`src/rtl/tfr_pkg.sv`:
```
package tfr_pkg;
  localparam int FLG_N  = 4;
  localparam int REG_W  = 8;
  localparam int MODE_W = 4;

  localparam int IDX_OVF = 0;
  localparam int IDX_CA  = 1;
  localparam int IDX_CB  = 2;
  localparam int IDX_CAP = 3;

  // register bit position of each flag index
  function automatic int flag_pos(input int idx);
    case (idx)
      IDX_OVF: return 0;
      IDX_CA:  return 1;
      IDX_CB:  return 2;
      default: return 5;
    endcase
  endfunction

  // modes in which the counter's own overflow drives the overflow flag
  function automatic logic ovf_direct(input logic [MODE_W-1:0] m);
    return (m == 4'd0) || (m == 4'd4) || (m == 4'd12);
  endfunction
endpackage

```
`src/rtl/tfr_flag.sv`:
```
module tfr_flag (
  input  logic clk,
  input  logic rst_n,
  input  logic set_i,
  input  logic clr_i,
  output logic q_o
);
  logic q_nxt;

  always_comb begin
    q_nxt = q_o;
    if (clr_i) q_nxt = 1'b0;
    if (set_i) q_nxt = 1'b1;
  end

  always_ff @(posedge clk or negedge rst_n) begin
    if (!rst_n) q_o <= 1'b0;
    else        q_o <= q_nxt;
  end

  assert_set_wins_R10: assert property (@(posedge clk) disable iff (!rst_n)
    set_i |=> q_o);
  assert_clear_R8: assert property (@(posedge clk) disable iff (!rst_n)
    (clr_i && !set_i) |=> !q_o);
  assert_hold_R9: assert property (@(posedge clk) disable iff (!rst_n)
    (!clr_i && !set_i) |=> $stable(q_o));
endmodule

```
`src/rtl/tfr_match.sv`:
```
module tfr_match #(
  parameter int CNT_W = 16
) (
  input  logic             clk,
  input  logic             rst_n,
  input  logic             tick,
  input  logic [CNT_W-1:0] cnt,
  input  logic [CNT_W-1:0] cmp,
  input  logic             force_stb,
  output logic             pend_o
);
  logic pend_nxt;
  logic hit;

  always_comb begin
    hit      = (cnt == cmp) && !force_stb;
    pend_nxt = pend_o;
    if (tick) pend_nxt = hit;
  end

  always_ff @(posedge clk or negedge rst_n) begin
    if (!rst_n) pend_o <= 1'b0;
    else        pend_o <= pend_nxt;
  end

  assert_force_no_pend_R6: assert property (@(posedge clk) disable iff (!rst_n)
    (tick && force_stb) |=> !pend_o);
  assert_pend_hold_R5: assert property (@(posedge clk) disable iff (!rst_n)
    !tick |=> $stable(pend_o));
endmodule

```
`src/rtl/tfr_src.sv`:
```
module tfr_src
  import tfr_pkg::*;
#(
  parameter int CNT_W = 16
) (
  input  logic              tick,
  input  logic              cap_evt,
  input  logic              top_is_cap,
  input  logic [CNT_W-1:0]  cnt,
  input  logic [CNT_W-1:0]  cap_val,
  input  logic [MODE_W-1:0] mode,
  input  logic              ovf_evt,
  input  logic              alt_ovf_evt,
  input  logic              pend_a,
  input  logic              pend_b,
  output logic [FLG_N-1:0]  set_o
);
  logic cap_src;
  logic ovf_src;

  always_comb begin
    cap_src = top_is_cap ? (cnt == cap_val) : cap_evt;
    ovf_src = ovf_direct(mode) ? ovf_evt : alt_ovf_evt;
    set_o          = '0;
    set_o[IDX_OVF] = tick && ovf_src;
    set_o[IDX_CA]  = tick && pend_a;
    set_o[IDX_CB]  = tick && pend_b;
    set_o[IDX_CAP] = tick && cap_src;
  end
endmodule

```
`src/rtl/tmr_flag_reg.sv`:
```
module tmr_flag_reg
  import tfr_pkg::*;
#(
  parameter int CNT_W = 16
) (
  input  logic              clk,
  input  logic              rst_n,
  input  logic              tick,
  input  logic [CNT_W-1:0]  cnt,
  input  logic [CNT_W-1:0]  cmp_a,
  input  logic [CNT_W-1:0]  cmp_b,
  input  logic              force_a,
  input  logic              force_b,
  input  logic              cap_evt,
  input  logic [CNT_W-1:0]  cap_val,
  input  logic              top_is_cap,
  input  logic [MODE_W-1:0] mode,
  input  logic              ovf_evt,
  input  logic              alt_ovf_evt,
  input  logic [FLG_N-1:0]  ack,
  input  logic              wr_en,
  input  logic [REG_W-1:0]  wr_data,
  output logic [REG_W-1:0]  rd_data,
  input  logic [FLG_N-1:0]  irq_en,
  output logic [FLG_N-1:0]  irq
);
  logic [FLG_N-1:0] set_v;
  logic [FLG_N-1:0] clr_v;
  logic [FLG_N-1:0] flg;
  logic             pend_a;
  logic             pend_b;

  tfr_match #(.CNT_W(CNT_W)) u_ma (
    .clk(clk), .rst_n(rst_n), .tick(tick), .cnt(cnt), .cmp(cmp_a),
    .force_stb(force_a), .pend_o(pend_a));

  tfr_match #(.CNT_W(CNT_W)) u_mb (
    .clk(clk), .rst_n(rst_n), .tick(tick), .cnt(cnt), .cmp(cmp_b),
    .force_stb(force_b), .pend_o(pend_b));

  tfr_src #(.CNT_W(CNT_W)) u_src (
    .tick(tick), .cap_evt(cap_evt), .top_is_cap(top_is_cap), .cnt(cnt),
    .cap_val(cap_val), .mode(mode), .ovf_evt(ovf_evt),
    .alt_ovf_evt(alt_ovf_evt), .pend_a(pend_a), .pend_b(pend_b),
    .set_o(set_v));

  for (genvar i = 0; i < FLG_N; i++) begin : g_flag
    localparam int POS = flag_pos(i);
    assign clr_v[i] = ack[i] || (wr_en && wr_data[POS]);
    tfr_flag u_f (
      .clk(clk), .rst_n(rst_n), .set_i(set_v[i]), .clr_i(clr_v[i]),
      .q_o(flg[i]));
  end

  always_comb begin
    rd_data = '0;
    for (int i = 0; i < FLG_N; i++) rd_data[flag_pos(i)] = flg[i];
    irq = flg & irq_en;
  end

  assert_cmp_delay_R5: assert property (@(posedge clk) disable iff (!rst_n)
    (tick && pend_a) |=> rd_data[1]);
  assert_ovf_src_R7: assert property (@(posedge clk) disable iff (!rst_n)
    (tick && ovf_direct(mode) && ovf_evt) |=> rd_data[0]);
  assert_reserved_R2: assert property (@(posedge clk) disable iff (!rst_n)
    rd_data[7:6] == 2'b00 && rd_data[4:3] == 2'b00);
endmodule

```
`config.mk`:
```
export PLATFORM = sky130hd
export DESIGN_NAME = tmr_flag_reg
export DESIGN_NICKNAME = d
export VERILOG_FILES = /design/src/rtl/tfr_pkg.sv /design/src/rtl/tfr_flag.sv /design/src/rtl/tfr_match.sv /design/src/rtl/tfr_src.sv /design/src/rtl/tmr_flag_reg.sv
export SDC_FILE = /design/constraint.sdc
export NUM_CORES = 1
export LEC_CHECK = 0
export ABC_AREA = 0
export BUFFER_PORTS_ARGS = -buffer_cell sky130_fd_sc_hd__buf_2
export CAP_MARGIN = 20
export CORE_UTILIZATION = 36
export CTS_CLUSTER_DIAMETER = 80
export DETAILED_ROUTE_END_ITERATION = 10
export PLACE_DENSITY = 0.9
export SETUP_SLACK_MARGIN = 0.1
export SLEW_MARGIN = 5
export SYNTH_ARGS = -nofsm -noshare
export SYNTH_HDL_FRONTEND = slang
export SYNTH_HIERARCHICAL = 1
export SYNTH_SLANG_ARGS = --single-unit
```
`constraint.sdc`:
```
create_clock -name clk -period 1.2 [get_ports clk]
set_input_delay 0.12 -clock clk [delete_from_list [all_inputs] [get_ports clk]]
set_output_delay 0.12 -clock clk [all_outputs]
set_load 0.1 [all_outputs]
```
Word level (Yosys, flattened, before mapping):

Index checks and enable logic that the tools add are counted.

* multiplexer cells: 10
* reduce and logical (&&, ||, !) cells: 23
* bitwise operators: 1
* equality and inequality tests: 5

Operators by type and width (number)
* 16-bit equality test: 3
* 1-bit logical AND: 10
* 1-bit 2-to-1 mux: 10
* 2-bit nonzero test: 4
* 1-bit logical OR: 6
* 4-bit bitwise AND: 1
* 4-bit by 3-bit equality test with 1-bit output (second input constant): 1
* 4-bit equality test (second input constant): 1
* 4-bit zero test: 1
* 1-bit zero test: 2

* bits of input ports: 94
* word-level logic and storage cells: 45
* register bits: 6

Logic depth before layout (Yosys ltp):

* word-level depth: 6
* mapped depth: 5

Modules after synthesis:

Netlist, hierarchy kept.

By module, submodules not included
* tfr_match: cells an instance 25, times used 2, area an instance 212.7 um2
* tfr_src: cells an instance 30, times used 1, area an instance 232.7 um2
* tfr_flag: cells an instance 3, times used 4, area an instance 36.3 um2
* tmr_flag_reg: cells an instance 13, times used 1, area an instance 88.8 um2

Worst setup path before layout:

No wires, ideal clock.

* kind: reg2out
* from: reg g_flag[0].u_f.q_o
* to: out irq[0]
* path buffers: 0
* slack: -0.697 ns
* required time: 1.080 ns
* stages on the path, launching flop included: 2
* arrival time: 1.777 ns
* cell sequence: dfrtp_1 and2_1

* cells in the longest elaborated chain, start to end: 1

RTL lines
* start, declared: RTL line tfr_flag.sv:6 `output logic q_o`
* start signal, assigned: RTL line tfr_flag.sv:18 `else q_o <= q_nxt;`
* 4-bit bitwise AND: RTL line tmr_flag_reg.sv:58 `irq = flg & irq_en;`
* end, declared: RTL line tmr_flag_reg.sv:25 `output logic [FLG_N-1:0] irq`

No other way between the ends.

Worst setup path after layout:

* from: reg g_flag[2].u_f.q_o
* to: out irq[2]

* cells in the longest elaborated chain, start to end: 1

RTL lines (RTL line)
* start, declared: tfr_flag.sv:6
* start signal, assigned: tfr_flag.sv:18
* 4-bit bitwise AND: tmr_flag_reg.sv:58

No other way between the ends.

==> Flow_metrics.wiki <==
{| class="wikitable"
! Metric !! Value
|-
| Outcome || finished clean
|-
| Worst slack on hold paths || 0.180 ns
|-
| Classification of the worst-slack hold path || input pin to register
|-
| Final worst path period share || 95.6%
|-
| Num CTS Buffers || 3
|-
| Average detailed-routed wire length per instance || 12.1 um
|-
| Number of distinct library cell variants in the gate-level netlist after synthesis || 20
|-
| Root buffer cell || sky130_fd_sc_hd__clkbuf_4
|-
| Critical Path Start Type || register
|-
| Global-route usage over all layers || 23.4%
|-
| Clock slew at the register clock pins of the worst setup and hold paths || 0.05 ns
|-
| Layout overhead on the synthesized area || 96.8%
|-
| Wire length of the first global-routing pass || 4.66 mm
|-
| Average via count per standard cell || 4.68
|-
| Total wirelength of the detailed-routed design || 3.07 mm
|-
| Worst path cell trace || and2_4, buf_12
|-
| Width of the chip || 51.8 um
|-
| Final min period || 1.15 ns
|-
| # nets final || 320
|-
| GP Congestion || 0.760
|-
| Power per cell area || 576 nW/um2
|-
| Worst ir drop on vdd || 0.000452 V
|-
| H-tree depth || 1
|-
| Hpwl dp || 2.55 mm
|-
| Die Ht || 51.8 um
|-
| Cell class contributing the biggest share of worst-path delay || flip-flops
|-
| Max stage delay cell, worst path || sky130_fd_sc_hd__dfrtp_4
|-
| Flop and latch count out of synthesis || 6
|-
| Synthesis Warnings || 6
|-
| Count of boundary I/O pins || 106
|-
| Max incr delay on CP || 0.47 ns
|-
| Remaining global-route overflow || 0
|-
| Insertion delay to the later sink of the worst-skew pair || 0.24 ns
|-
| Critical Path End Type || primary output
|-
| Total die area || 2680 um2
|-
| Proportion of layout cells with a drive suffix above 1 || 59.4%
|-
| Fillcell total || 162
|-
| Clock tree skew after final layout || 0.00626 ns
|-
| Total power consumption of the routed design || 1010 uW
|-
| Core footprint || 2280 um2
|-
| Iteration count of the initial detailed-routing pass || 7
|-
| Pin count of the biggest net entering global routing || 9
|-
| Final setup viols || 0
|-
| Static leakage power || 0.000943 uW
|-
| Clock sink total || 6
|-
| Number of global-route vias before repair || 1171
|-
| Required time at the endpoint of the critical path || 1.08 ns
|-
| Buffers and inverters on the worst path || 1
|-
| Port Buf Inserts || 97
|-
| Number of instances in the synthesized netlist || 105
|-
| Max-cap check violation count || 0
|-
| Total non-filler cell area in the finished layout || 1760 um2
|-
| Effective utilization at floorplan || 39.2%
|-
| Post-synthesis average cell area || 8.50 um2
|-
| Startpoint-to-endpoint class of the critical path || register to primary output
|-
| Detailed-route via count || 1183
|-
| DRC viols || 0
|-
| Number of rows in the core area || 17
|-
| Portion of the post-synthesis area used by sequential elements || 16.8%
|-
| WP data arrival || 1.03 ns
|-
| Detailed Route Iter0 Violations || 18
|-
| Antenna-violating nets left || 0
|-
| Synthesized area || 892 um2
|-
| Biggest fanout along the worst timing path || 2
|-
| Unrepaired setup endpoints after global routing || yes
|-
| Upper clock frequency limit || 0.871 GHz
|-
| Placed inst area || 1670 um2
|-
| Initial antenna violation count || 1
|-
| Number of slew-limit violations in the final report || 0
|-
| TritonCTS clock tree || yes
|-
| Hold Vio Cnt, Final || 0
|-
| Setup TNS || 0 ns
|-
| Largest buffer count on any clock path || 2
|}
-- what timing repair did --
item                                    4_1_cts  5_1_grt
hold buffers                                  1        0
hold endpoints to repair                      6        0
endpoints found under the setup margin        4        9
resized for setup                             0        3
pin swaps                                     4        0
buffers inserted                              5        0
-- flip-flops by register name, indices dropped and copies added (netlist names) --
signal	flops
u_mb/pend_o	1
u_ma/pend_o	1
g_flag.u_f/q_o	4
-- metrics by stage --
stage | utilization [%] | instances | worst slack [ns]
6_report | 77.1 | 253 | 0.0524
5_1_grt | 77.1 | 253 | 0.0353
4_1_cts | 76.3 | 252 | 0.0609
3_5_place_dp | 73.2 | 243 | -0.0952
3_3_place_gp | 73.2 | 243 | -0.119
2_1_floorplan | - | 108 | 0.0942
-- worst register-to-register path: cells and delay by family, from the launching register on --
family | cells | cell delay (ns)
DFF | 1 | 0.47
AOI/OAI and AO/OA | 1 | 0.17
buffers and inverters | 1 | 0.15
-- worst paths after layout --
kind / endpoint / startpoint / slack (ns) / cells past startpoint
worst max-delay path: irq[2] / g_flag[2].u_f/q_o$_DFFE_PN0P_ / 0.05 / 2
worst min-delay path: u_ma/pend_o$_DFFE_PN0P_ / force_a / 0.18 / 3
worst max register to register: g_flag[0].u_f/q_o$_DFFE_PN0P_ / g_flag[0].u_f/q_o$_DFFE_PN0P_ / 0.31 / 2
worst min register to register: u_mb/pend_o$_DFFE_PN0P_ / u_mb/pend_o$_DFFE_PN0P_ / 0.54 / 2
max in group asynchronous: g_flag[3].u_f/q_o$_DFFE_PN0P_ / rst_n / 0.77 / 2
min in group asynchronous: g_flag[2].u_f/q_o$_DFFE_PN0P_ / rst_n / 0.26 / 2
-- where the power goes --
group          leakage [uW]  switching [uW]  internal (uW)
Sequential        0.0000747            4.12            212
Clock             0.0000138            69.6            113
Combinational      0.000855             316            297
-- final cells by class --
type	instances	area (um2)	share of cell area, %
timing repair buffer	117	762	43.4
multi-input combinational	91	742	42.3
sequential	6	165	9.41
tap	28	35.0	2.00
inverter	7	26.3	1.50
clock buffer	3	22.5	1.28
antenna	1	2.50	0.143
-- synth_stat cells --
cell type                   n  area share, %
sky130_fd_sc_hd__mux2i_1    1            1.1
sky130_fd_sc_hd__nand4b_1   2            2.0
sky130_fd_sc_hd__xor2_1    30             29
sky130_fd_sc_hd__conb_1     1           0.42
sky130_fd_sc_hd__and2_1     6            4.2
sky130_fd_sc_hd__nor2b_1    1           0.70
sky130_fd_sc_hd__buf_4      4            3.4
sky130_fd_sc_hd__inv_1      7            2.9
sky130_fd_sc_hd__nor3_1     2            1.1
sky130_fd_sc_hd__o22ai_1    2            1.4
sky130_fd_sc_hd__a21o_1     8            6.7
sky130_fd_sc_hd__nand3_1    4            2.2
sky130_fd_sc_hd__nor4_1     6            4.2
sky130_fd_sc_hd__or4_1      1           0.84
sky130_fd_sc_hd__a211oi_1   1           0.84
sky130_fd_sc_hd__o22ai_2    1            1.4
sky130_fd_sc_hd__xnor2_1   18             18
sky130_fd_sc_hd__dfrtp_1    6             17
sky130_fd_sc_hd__nand4_1    3            2.1
sky130_fd_sc_hd__nand2_1    1           0.42
-- cells in the final DEF (no fill, tap or decap) --
master,count
sky130_fd_sc_hd__buf_2,89
sky130_fd_sc_hd__xnor2_2,3
sky130_fd_sc_hd__dlygate4sd3_1,1
sky130_fd_sc_hd__buf_12,8
sky130_fd_sc_hd__and2_4,4
sky130_fd_sc_hd__a211oi_1,1
sky130_fd_sc_hd__mux2i_1,1
sky130_fd_sc_hd__xor2_1,30
sky130_fd_sc_hd__dfrtp_1,2
sky130_fd_sc_hd__buf_6,1
sky130_fd_sc_hd__nand4_1,3
sky130_fd_sc_hd__nor3_1,2
sky130_fd_sc_hd__diode_2,1
sky130_fd_sc_hd__and2_1,2
sky130_fd_sc_hd__or4_1,1
sky130_fd_sc_hd__o22ai_1,2
sky130_fd_sc_hd__nand2_1,1
sky130_fd_sc_hd__a21o_1,8
sky130_fd_sc_hd__nand4b_1,2
sky130_fd_sc_hd__clkbuf_4,3
sky130_fd_sc_hd__nor4_2,2
sky130_fd_sc_hd__nor4_1,4
sky130_fd_sc_hd__inv_1,7
sky130_fd_sc_hd__conb_1,4
sky130_fd_sc_hd__o22ai_2,1
sky130_fd_sc_hd__nand3_1,4
sky130_fd_sc_hd__buf_4,18
sky130_fd_sc_hd__dfrtp_4,4
sky130_fd_sc_hd__xnor2_1,15
sky130_fd_sc_hd__nor2b_1,1
-- per-layer routing --
metal / wire (um) / part of all wire (%) / GRT usage, % / vias to the layer above
met2: 1640 / 54 / 46.3 / 66
li1: - / - / - / 588
met5: 0 / 0 / 0 / -
met4: 95 / 3.1 / 8.56 / 0
met3: 237 / 7.7 / 4.39 / 8
met1: 1090 / 36 / 23.8 / 521
-- logic make-up after synthesis --
family | share of synthesized area (%)
DFF | 16.8
and+or+nand+nor | 17.8
AOI/OAI and AO/OA | 10.4
buffers and inverters | 6.31
xor gates and xnor gates | 47.1
muxes | 1.12
other | 0.420
No activity file was read; power rests on OpenSTA's default activity.
